File: src/rtl/i2c_tgt_core.sv
module i2c_tgt_core (
  input  logic       clk,
  input  logic       rst_n,
  input  logic       scl_in,
  input  logic       sda_in,
  output logic       scl_oe,
  output logic       sda_oe,
  input  logic [1:0] host_sel,
  input  logic       host_wr,
  input  logic       host_rd,
  input  logic [7:0] host_wdata,
  output logic [7:0] host_rdata,
  output logic       irq
);

  typedef enum logic [1:0] {M_IDLE, M_ADDR, M_RX, M_TX} mode_t;
  localparam logic [1:0] SEL_DATA = 2'd0, SEL_STAT = 2'd1, SEL_CTRL = 2'd2, SEL_ADR = 2'd3;

  mode_t       mode;
  logic [2:0]  scl_p, sda_p;
  logic [3:0]  bit_cnt;
  logic [7:0]  sh, hbuf;
  logic [6:0]  adr_q;
  logic        full_q, rw_q, st_q, sp_q, dat_q, evt_q, ovf_q, wcol_q, rel_q, en_q;
  logic        ack_pend, ack_oe, tx_oe;

  always_ff @(posedge clk or negedge rst_n)
    if (!rst_n) begin
      scl_p <= 3'b111;
      sda_p <= 3'b111;
    end else begin
      scl_p <= {scl_p[1:0], scl_in};
      sda_p <= {sda_p[1:0], sda_in};
    end

  wire scl_s = scl_p[1];
  wire scl_d = scl_p[2];
  wire sda_s = sda_p[1];
  wire sda_d = sda_p[2];
  wire scl_rise  = scl_s & ~scl_d;
  wire scl_fall  = ~scl_s & scl_d;
  wire bus_start = en_q & scl_s & scl_d & sda_d & ~sda_s;
  wire bus_stop  = en_q & scl_s & scl_d & ~sda_d & sda_s;

  wire [7:0] rx_byte = {sh[6:0], sda_s};
  wire adr_hit = (rx_byte[7:1] == adr_q);
  wire rx_bit7 = en_q & scl_rise & (bit_cnt == 4'd7) & (mode == M_ADDR || mode == M_RX);
  wire wr_byte_end = rx_bit7 & (mode == M_RX || (adr_hit & ~rx_byte[0]));
  wire rd_addr_end = rx_bit7 & (mode == M_ADDR) & adr_hit & rx_byte[0];

  wire wr_data = host_wr & (host_sel == SEL_DATA);
  wire rd_data = host_rd & (host_sel == SEL_DATA);
  wire wr_ctrl = host_wr & (host_sel == SEL_CTRL);
  wire wr_adr  = host_wr & (host_sel == SEL_ADR);

  always_ff @(posedge clk or negedge rst_n)
    if (!rst_n) begin
      mode <= M_IDLE;
      bit_cnt <= '0;
      sh <= '0;
      hbuf <= '0;
      adr_q <= '0;
      {full_q, rw_q, st_q, sp_q, dat_q, evt_q, ovf_q, wcol_q, en_q} <= '0;
      rel_q <= 1'b1;
      {ack_pend, ack_oe, tx_oe} <= '0;
    end else begin
      // host side
      if (wr_data && mode == M_TX) begin
        if (full_q) wcol_q <= 1'b1;
        else begin
          hbuf <= host_wdata;
          sh <= host_wdata;
          full_q <= 1'b1;
          if (bit_cnt == 4'd0 && !scl_s) tx_oe <= ~host_wdata[7];
        end
      end
      if (rd_data) full_q <= 1'b0;
      if (wr_ctrl) begin
        if (host_wdata[0]) evt_q <= 1'b0;
        if (host_wdata[1]) ovf_q <= 1'b0;
        if (host_wdata[2]) wcol_q <= 1'b0;
        if (host_wdata[3]) rel_q <= 1'b1;
        en_q <= host_wdata[4];
      end
      if (wr_adr) adr_q <= host_wdata[7:1];

      // bus side, takes priority over host
      if (!en_q) begin
        mode <= M_IDLE;
        bit_cnt <= '0;
        {rw_q, st_q, sp_q, ack_oe, tx_oe} <= '0;
      end else if (bus_start) begin
        mode <= M_ADDR;
        bit_cnt <= '0;
        rw_q <= 1'b0;
        st_q <= 1'b1;
        sp_q <= 1'b0;
        ack_oe <= 1'b0;
        tx_oe <= 1'b0;
      end else if (bus_stop) begin
        mode <= M_IDLE;
        rw_q <= 1'b0;
        st_q <= 1'b0;
        sp_q <= 1'b1;
        ack_oe <= 1'b0;
        tx_oe <= 1'b0;
      end else if (scl_rise) begin
        if (mode != M_IDLE && bit_cnt != 4'd9) bit_cnt <= bit_cnt + 4'd1;
        if ((mode == M_ADDR || mode == M_RX) && bit_cnt < 4'd8) sh <= rx_byte;
        if (mode == M_ADDR && bit_cnt == 4'd7 && !adr_hit) mode <= M_IDLE;
        if (rd_addr_end) begin
          rw_q <= 1'b1;
          dat_q <= 1'b0;
          evt_q <= 1'b1;
          ack_pend <= 1'b1;
        end
        if (wr_byte_end) begin
          evt_q <= 1'b1;
          dat_q <= (mode == M_RX);
          if (mode == M_ADDR) rw_q <= 1'b0;
          if (full_q) begin
            ovf_q <= 1'b1;
            ack_pend <= 1'b0;
          end else begin
            hbuf <= rx_byte;
            full_q <= 1'b1;
            ack_pend <= ~ovf_q;
          end
        end
        if (mode == M_TX && bit_cnt == 4'd7) full_q <= 1'b0;
        if (mode == M_TX && bit_cnt == 4'd8) begin
          evt_q <= 1'b1;
          dat_q <= 1'b1;
          if (sda_s) begin
            mode <= M_IDLE;
            rw_q <= 1'b0;
          end
        end
      end else if (scl_fall) begin
        if (mode == M_ADDR || mode == M_RX) begin
          if (bit_cnt == 4'd8) ack_oe <= ack_pend;
          if (bit_cnt == 4'd9) begin
            ack_oe <= 1'b0;
            bit_cnt <= '0;
            if (mode == M_ADDR) begin
              if (rw_q) begin
                mode <= M_TX;
                rel_q <= 1'b0;
                tx_oe <= 1'b0;
              end else mode <= M_RX;
            end
          end
        end else if (mode == M_TX) begin
          if (bit_cnt >= 4'd1 && bit_cnt <= 4'd7) begin
            sh <= {sh[6:0], 1'b0};
            tx_oe <= ~sh[6];
          end
          if (bit_cnt == 4'd8) tx_oe <= 1'b0;
          if (bit_cnt == 4'd9) begin
            bit_cnt <= '0;
            rel_q <= 1'b0;
            tx_oe <= full_q & ~sh[7];
          end
        end
      end
    end

  assign sda_oe = ack_oe | tx_oe;
  assign scl_oe = en_q & (mode == M_TX) & ~rel_q;
  assign irq = evt_q;

  always_comb
    case (host_sel)
      SEL_DATA: host_rdata = hbuf;
      SEL_STAT: host_rdata = {3'b000, dat_q, sp_q, st_q, rw_q, full_q};
      SEL_CTRL: host_rdata = {3'b000, en_q, rel_q, wcol_q, ovf_q, evt_q};
      default:  host_rdata = {adr_q, 1'b0};
    endcase

  a_r1_start_stop_excl: assert property (@(posedge clk) disable iff (!rst_n)
    !(st_q && sp_q));

  a_r3_rdaddr_keeps_full: assert property (@(posedge clk) disable iff (!rst_n)
    (rd_addr_end && !rd_data) |=> $stable(full_q));

  a_r5_no_overflow_load: assert property (@(posedge clk) disable iff (!rst_n)
    (wr_byte_end && full_q) |=> (ovf_q && $stable(hbuf)));

  a_r6_stretch_when_low: assert property (@(posedge clk) disable iff (!rst_n)
    $rose(scl_oe) |-> !$past(scl_s));

  a_r8_wcol_keeps_byte: assert property (@(posedge clk) disable iff (!rst_n)
    (wr_data && mode == M_TX && full_q) |=> (wcol_q && $stable(hbuf)));

  a_r11_sda_moves_scl_low: assert property (@(posedge clk) disable iff (!rst_n)
    !$stable(sda_oe) |-> (!$past(scl_s) || $past(bus_start || bus_stop || !en_q)));

endmodule

File: config.mk
export PLATFORM = sky130hd
export DESIGN_NAME = i2c_tgt_core
export DESIGN_NICKNAME = d
export VERILOG_FILES = /design/src/rtl/i2c_tgt_core.sv
export SDC_FILE = /design/constraint.sdc
export NUM_CORES = 1
export LEC_CHECK = 0
export ABC_AREA = 0
export BUFFER_PORTS_ARGS = -buffer_cell sky130_fd_sc_hd__buf_2
export CAP_MARGIN = 20
export CORE_MARGIN = 5
export CORE_UTILIZATION = 54
export DETAILED_ROUTE_END_ITERATION = 10
export PLACE_DENSITY_LB_ADDON = 0.05
export SETUP_SLACK_MARGIN = 0.4
export SLEW_MARGIN = 40
export SYNTH_ARGS = -nofsm -noshare
export SYNTH_HDL_FRONTEND = slang
export SYNTH_SLANG_ARGS = --single-unit
File: constraint.sdc
create_clock -name clk -period 1.6 [get_ports clk]
set_input_delay 0.32 -clock clk [delete_from_list [all_inputs] [get_ports clk]]
set_output_delay 0.32 -clock clk [all_outputs]
set_load 0.1 [all_outputs]
==> results of run 1 <==
==> logic make-up after synthesis <==
logic type,Yosys count,synth area share (%)
AO/OA/AOI/OAI,81,19.15
buffers and inverters,28,4.703
flip-flops,48,41.34
multiplexers,28,11.63
XOR/XNOR,8,2.394
AND/OR/NAND/NOR,89,17.79
adder cells (fa/ha/maj),7,2.993
==> metrics by stage <==
step | instances | utilization (%)
2_1_floorplan | 289 | -
3_5_place_dp | 456 | 76.27
4_1_cts | 492 | 92.69
3_3_place_gp | 456 | 76.27
==> what timing repair did <==
action | 4_1_cts
gates resized for setup | 133
setup endpoints to repair | 45
gates cloned | 1
endpoints found under the hold margin | 14
setup buffers | 26
hold buffers | 1
pin swaps | 43
==> out/qor.yml, run 1 <==
die:
  die_x_um: 83.62
  io_pins: 27
  chipHeight_um: 83.62
  initial_core_util_pct: 56.58
  rows: 26
yosys:
  yosys.area.top_type: "dfrtp_1"
  ys_warn_count: 0
  async_flop_share_pct: 100.0
  yosysMostFrequentCell: "dfrtp_1"
  postSynthCellCount: 289
  synth.distinct_cells: 58
  synth_commonest_cells: "41 x dfrtp_1, 26 x a21oi_1, 20 x nor2_1, 20 x o21ai_0, 18 x nand2_1"
  syn_nets: 312
  syn-cell-area_sq_mm: 0.002927
  synth.area.top_cells: "dfrtp_1 35%, dfstp_2 6.3%, mux2i_1 5.5%"
  ys_seq_area_share_pct: 41.34
  ys_ff_latch: 48
  synth_flop_cell: "dfrtp_1"
  synth_top_area_share_pct: 35.06
  synth.avg_cell_area_sq_um: 10.13
  synth_edf_count: 0
clock_tree:
  clockRootBuffer: "clkbuf_8"
  cts_max_path_buffers: 2
  cts.sinks: 48
  htree_num_levels: 2
  cts_inserted_buffers: 5
placement:
  placement.cell_area_sq_mm: 0.003945
  post-dp-hpwl_mm: 6.154
  place_ws_ns: -0.1720
  place.gp.congestion: 0.9179
  port_buffers: 26
run_status:
  haltStage: "5_1_grt"
  status: "stopped before the end"
  error: "[ERROR DPL-0038] Utilization greater than 100%, impossible to legalize"
timing:
  grt-worst-endpoint: "host_rdata[3]"
  worstEndpointType: "top-level output"
global_route:
  grt_max_degree: 49
==> inputs of run 2 (changes only) <==
Settings changed: CORE_UTILIZATION 54 to 40, PLACE_DENSITY_LB_ADDON 0.05 to 0.15, SETUP_SLACK_MARGIN 0.4 to not set.
Clock period 1.6 ns to 2.08 ns, I/O delays scaled along.
==> run 2 against run 1 <==
Synthesized cell count did not move; synthesized area did not move; the flow now finishes without violations.
==> out/qor.yml, run 2 <==
timing:
  period_share_pct: 96.23
  fmax_mhz: 499.6
  final_hold_viol_count: 0
  whs_ns: 0.1251
  max_slew_margin_pct: 56.71
  rsz0062_at_grt: "false"
  fin_worst_skew_ns: 0.005224
  worstMarginPinSlew_ns: 0.6494
  slew_violations: 0
  post-route-min-period_ns: 2.002
  setup_viol: 0
yosys:
  yosysMostFrequentCell: "dfrtp_1"
  async_flop_share_pct: 100.0  # unchanged
  synth_edf_count: 0  # unchanged
  ys_ff_latch: 48  # unchanged
  ys_seq_area_share_pct: 41.34  # unchanged
  synth_top_area_share_pct: 35.06  # unchanged
  postSynthCellCount: 289  # unchanged
  syn-cell-area_sq_mm: 0.002927  # unchanged
  syn_nets: 312  # unchanged
  synth.area.top_cells: "dfrtp_1 35%, dfstp_2 6.3%, mux2i_1 5.5%"
  synth.avg_cell_area_sq_um: 10.13  # unchanged
  synth_commonest_cells: "41 x dfrtp_1, 26 x a21oi_1, 20 x nor2_1, 20 x o21ai_0, 18 x nand2_1"
  ys_warn_count: 0  # unchanged
  synth_flop_cell: "dfrtp_1"
  synth.distinct_cells: 58  # unchanged
  yosys.area.top_type: "dfrtp_1"
min_path:
  hold_class: "primary input to async pin"
clock_tree:
  cts_hold_buf: 0  # -1
  clockRootBuffer: "clkbuf_8"
  cts_max_path_buffers: 2  # unchanged
  clk_latency_ns: 0.30
  tritoncts: "done"
  path_clk_slew_ns: 0.10
  htree_num_levels: 2  # unchanged
  cts_inserted_buffers: 5  # unchanged
  cts.sinks: 48  # unchanged
global_route:
  grt_max_degree: 29
  grt_use_total_pct: 18.56
  antenna_found_initial: 0
  grt_pass1_wl_mm: 12.81
  grt_pass1_vias: 2391
  grt_overflow: 0
route:
  detail_route.wl_per_cell_um: 18.48
  vias: 2373
  totalWireLength_mm: 7.798
  ant_nets: 0
  drt_iter0_drc: 120
  first_pass_iters: 4
  post_drt_via_cell_ratio: 5.623
  drcViolationCount: 0
worst_setup_path:
  crit_family: "flip-flops"
  critical_path_buf_inv_count: 1
  cpPeakStageDelay_ns: 0.49
  cp.arrival_ns: 1.59
  timing_worst_setup_path_type: "register to output pin"
  end_kind: "output pin"
  cp_cell_sequence: "mux4_2 -> buf_2"
  critPathSlowestCell: "dfrtp_1"
  worstPathRequired_ns: 1.66
  crit_path_start_kind: "register"
  cp_max_fo: 7
die:
  chipHeight_um: 95.54  # +14%
  rows: 31  # +19%
  die_x_um: 95.54  # +14%
  core-area_sq_mm: 0.007176
  die_area_sq_mm: 0.009127
  io_pins: 27  # unchanged
  initial_core_util_pct: 40.78  # -16 points
placement:
  port_buffers: 26  # unchanged
  place.gp.congestion: 0.8451  # -7.9%
  post-dp-hpwl_mm: 5.925  # -3.7%
  placement.cell_area_sq_mm: 0.003284  # -17%
layout:
  largest_registers: "sh (8), adr_q (7), hbuf (7)"
  syn2layout_area_growth_pct: 15.65
  layout_commonest_cell: "dfrtp_1"
  diodes: 0
  finalInstanceArea_sq_mm: 0.003385
  fillers: 703
  regMostFlops: "sh"
  drive_gt1_share_pct: 26.63
  largest_reg_flops: 8
  nets: 345
  mostFrequentLayoutCells: "41 x dfrtp_1, 26 x a21oi_1, 22 x buf_2"
power_and_ir_drop:
  vdd_drop_max_mv: 0.3007
  power_mw: 2.096
  p_leak_nw: 1.341
  power_density_mw_per_mm2: 619.3
run:
  max_cap_violations: 0
run_status:
  status: "finished, final reports clean"
-- run 2: cell counts after synthesis --
Identical to the previous run, type by type.
-- run 2: cell families (layout without fill, tap and decap cells) --
group	after synthesis	in the layout	share of synthesized area, %
AND/OR/NAND/NOR	89	89	17.79
AO/OA/AOI/OAI	81	81	19.15
flip-flops	48	48	41.34
multiplexers	28	28	11.63
buffers and inverters	28	62	4.703
XOR/XNOR	8	8	2.394
adder cells (fa/ha/maj)	7	7	2.993
-- run 2: stage by stage --
step	std cells	setup slack [ns]	setup TNS, ns	utilization, %
final	422	0.07847	0	47.17
after global placement	414	0.1702	0	45.77
after floorplan	289	-0.1223	-0.1223	-
after CTS	422	0.06568	0	47.06
after global routing	422	0.01086	0	47.17
after detailed placement	414	0.1236	0	45.77
-- run 2: layout make-up --
type                            count  area, sq um  share of cell area [%]
Clock inverter                      3        23.77                  0.7024
Sequential cell                    48         1210                   35.75
Tap cell                           99        123.9                   3.660
Clock buffer                        5        68.82                   2.033
Timing Repair Buffer               41        302.8                   8.946
Inverter                           13        48.80                   1.442
Multi-Input combinational cell    213         1607                   47.47
-- run 2: final timing paths --
check | start | endpoint | slack (ns) | cells past startpoint
min in group clk | scl_in | scl_p[0] | 0.20 | 1
min reg2reg | sda_p[0] | sda_p[1] | 0.36 | 0
max reg2reg | mode[1] | sh[7] | 0.14 | 7
min | rst_n | bit_cnt[0] | 0.13 | 1
max | rw_q | host_rdata[1] | 0.08 | 2
max in group asynchronous | rst_n | wcol_q | 1.32 | 2
-- run 2: metal layers --
metal / wire length (um) / up-vias / global-route usage [%]
met2: 3780 / 40 / 29.36
li1: - / 1132 / -
met5: 0 / - / 0
met3: 195 / 7 / 2.920
met1: 3718 / 1194 / 26.35
met4: 103 / 0 / 4.976
-- run 2: report_power, final --
part / total (mW) / leakage [nW] / switching (mW) / internal (mW)
clock: 0.577 / 0.0404 / 0.339 / 0.239
combinational: 0.474 / 0.739 / 0.311 / 0.164
sequential: 1.04 / 0.561 / 0.0592 / 0.985
-- run 2: repair_timing --
action,in CTS,in global routing
setup endpoints to repair,0,7
setup buffers,0,0
gates resized for setup,0,2
-- run 2: worst reg2reg max path: cells and delay by family (launching register included) --
family	cells	cell delay, ns
flops	1	0.42
buf+inv	1	0.09
fa+ha+maj	1	0.46
simple gates	3	0.36
compound gates	2	0.54
No activity file was read; power rests on OpenSTA's default activity.
==> inputs of run 3 (changes only) <==
Settings changed: PLACE_DENSITY_LB_ADDON 0.15 to not set.
==> run 3 against run 2 <==
Clock skew is 0.0061 ns higher; global-route usage is 0.53 points lower; sequential power hardly changed; register-to-register slack hardly changed; final cell count is 0.47% lower; clock-buffer cell count is 1 higher; largest cell class unchanged.
==> out/qor.yml, run 3 (same netlist as run 2, synthesis figures left out) <==
placement:
  post-dp-hpwl_mm: 5.695  # -3.9%
  placement.cell_area_sq_mm: 0.003274  # -0.30%
  port_buffers: 26  # unchanged
  place.gp.congestion: 0.8236  # -2.5%
  placed_cells: 411  # -0.72%
worst_setup_path:
  timing_worst_setup_path_type: "register to output pin"
  end_kind: "output pin"
  worstPathRequired_ns: 1.66  # about the same
  cp_max_fo: 7  # unchanged
  cp.arrival_ns: 1.58  # about the same
  rr_worst_depth: 6  # -1
  crit_path_start_kind: "register"
global_route:
  grt_overflow: 0  # unchanged
  grt_use_total_pct: 18.03  # -0.53 points
  met3_usage_pct: 2.289  # -0.63 points
  antenna_found_initial: 0  # unchanged
  grt_pass1_wl_mm: 12.61  # -1.5%
  grt_max_degree: 27  # -6.9%
  met2_usage_pct: 28.14  # -1.2 points
  busiest_layer: "met2"
  use_met1_pct: 24.70  # -1.6 points
  grt_pass1_vias: 2456  # +2.7%
route:
  ant_nets: 0  # unchanged
  post_drt_via_cell_ratio: 5.688  # +1.2%
  first_pass_iters: 4  # unchanged
  drt_iter0_drc: 140  # +17%
  vias: 2389  # +0.67%
  detail_route.wl_per_cell_um: 18.23  # -1.4%
  drcViolationCount: 0  # unchanged
  totalWireLength_mm: 7.656  # -1.8%
power_and_ir_drop:
  p_leak_nw: 1.359  # +1.3%
  power_density_mw_per_mm2: 650.5  # +5.0%
  vdd_drop_max_mv: 0.3104  # +3.2%
timing:
  max_slew_margin_pct: 63.21  # +6.5 points
  period_share_pct: 96.13  # -0.10 points
  fin_worst_skew_ns: 0.01134  # +0.006113 ns
  whs_ns: 0.08838  # -0.03671 ns
  post-route-min-period_ns: 1.999  # -0.002123 ns
  setup_viol: 0  # unchanged
  slew_violations: 0  # unchanged
  rsz0062_at_grt: "false"
  final_hold_viol_count: 0  # unchanged
  fmax_mhz: 500.1  # +0.11%
  worstMarginPinSlew_ns: 0.5518  # -0.09754 ns
run_status:
  status: "finished, final reports clean"
clock_tree:
  cts_max_path_buffers: 2  # unchanged
  tritoncts: "done"
  clockRootBuffer: "clkbuf_8"
  cts_hold_buf: 0  # unchanged
  clk_latency_ns: 0.31  # about the same
  path_clk_slew_ns: 0.09  # about the same
  cts.sinks: 48  # unchanged
  htree_num_levels: 2  # unchanged
  cts_inserted_buffers: 5  # unchanged
layout:
  regMostFlops: "sh"
  mostFrequentLayoutCells: "41 x dfrtp_1, 26 x a21oi_1, 21 x buf_2"
  largest_registers: "sh (8), adr_q (7), hbuf (7)"
  nets: 343  # -0.58%
  fin_cells: 420  # -0.47%
  syn2layout_area_growth_pct: 17.40
  drive_gt1_share_pct: 27.10  # +0.48 points
  largest_reg_flops: 8  # unchanged
  layout_commonest_cell: "dfrtp_1"
  multi_input_area_sq_mm: 0.001617  # +0.62%
  diodes: 0  # unchanged
  fillers: 680  # -3.3%
  regArea_sq_mm: 0.001210  # unchanged
  finalInstanceArea_sq_mm: 0.003436  # +1.5%
die:
  die_x_um: 95.54  # unchanged
  rows: 31  # unchanged
  core-area_sq_mm: 0.007176  # unchanged
  chipHeight_um: 95.54  # unchanged
  io_pins: 27  # unchanged
  initial_core_util_pct: 40.78  # unchanged
  die_area_sq_mm: 0.009127  # unchanged
min_path:
  hold_class: "primary input to async pin"
run:
  max_cap_violations: 0  # unchanged
[run 3: path summary, 6_finish.rpt]
check	slack (ns)	startpoint	end
max in group asynchronous	1.39	rst_n	scl_p[0]
min	0.09	rst_n	mode[0]
min in group clk	0.20	sda_in	sda_p[0]
max reg2reg	0.13	mode[0]	bit_cnt[2]
min reg2reg	0.36	scl_p[0]	scl_p[1]
max	0.08	rw_q	host_rdata[1]
[run 3: critical path, cell delays in order (launching register included)]
cell     delay [ns]
dfrtp_1        0.49
mux4_2         0.48
buf_2          0.30
[run 3: what timing repair did]
action | CTS | global route
gates resized for setup | 1 | 5
pin swaps | 0 | 1
buffers inserted | 0 | 1
setup endpoints to repair | 1 | 14
[run 3: cell type report]
type | instances | area share (%)
Sequential cell | 48 | 35.21
Tap cell | 99 | 3.605
Timing Repair Buffer | 39 | 9.177
Inverter | 13 | 1.420
Multi-Input combinational cell | 213 | 47.05
Clock inverter | 2 | 1.129
Clock buffer | 6 | 2.403
[run 3: metal layers]
layer | part of all wire [%] | wire length [um]
met1 | 45 | 3438
met2 | 47 | 3592
met3 | 4.8 | 370
met4 | 3.3 | 255
met5 | 0 | 0
[run 3: per-stage QoR]
stage / setup slack (ns) / power [mW] / setup TNS, ns / util (%)
floorplan: -0.1223 / 1.380 / -0.1223 / -
global placement: 0.1072 / 1.523 / 0 / 45.63
detailed placement: 0.05280 / 1.527 / 0 / 45.63
CTS: 0.02911 / 2.266 / 0 / 47.36
global route: 0.03033 / 2.346 / 0 / 47.88
finish: 0.08060 / 2.235 / 0 / 47.88
[run 3: power by group]
part	leakage [nW]	internal, mW	switching [mW]
Sequential	0.561	0.985	0.0575
Clock	0.0614	0.394	0.330
Combinational	0.736	0.163	0.306
Total	1.36	1.54	0.694
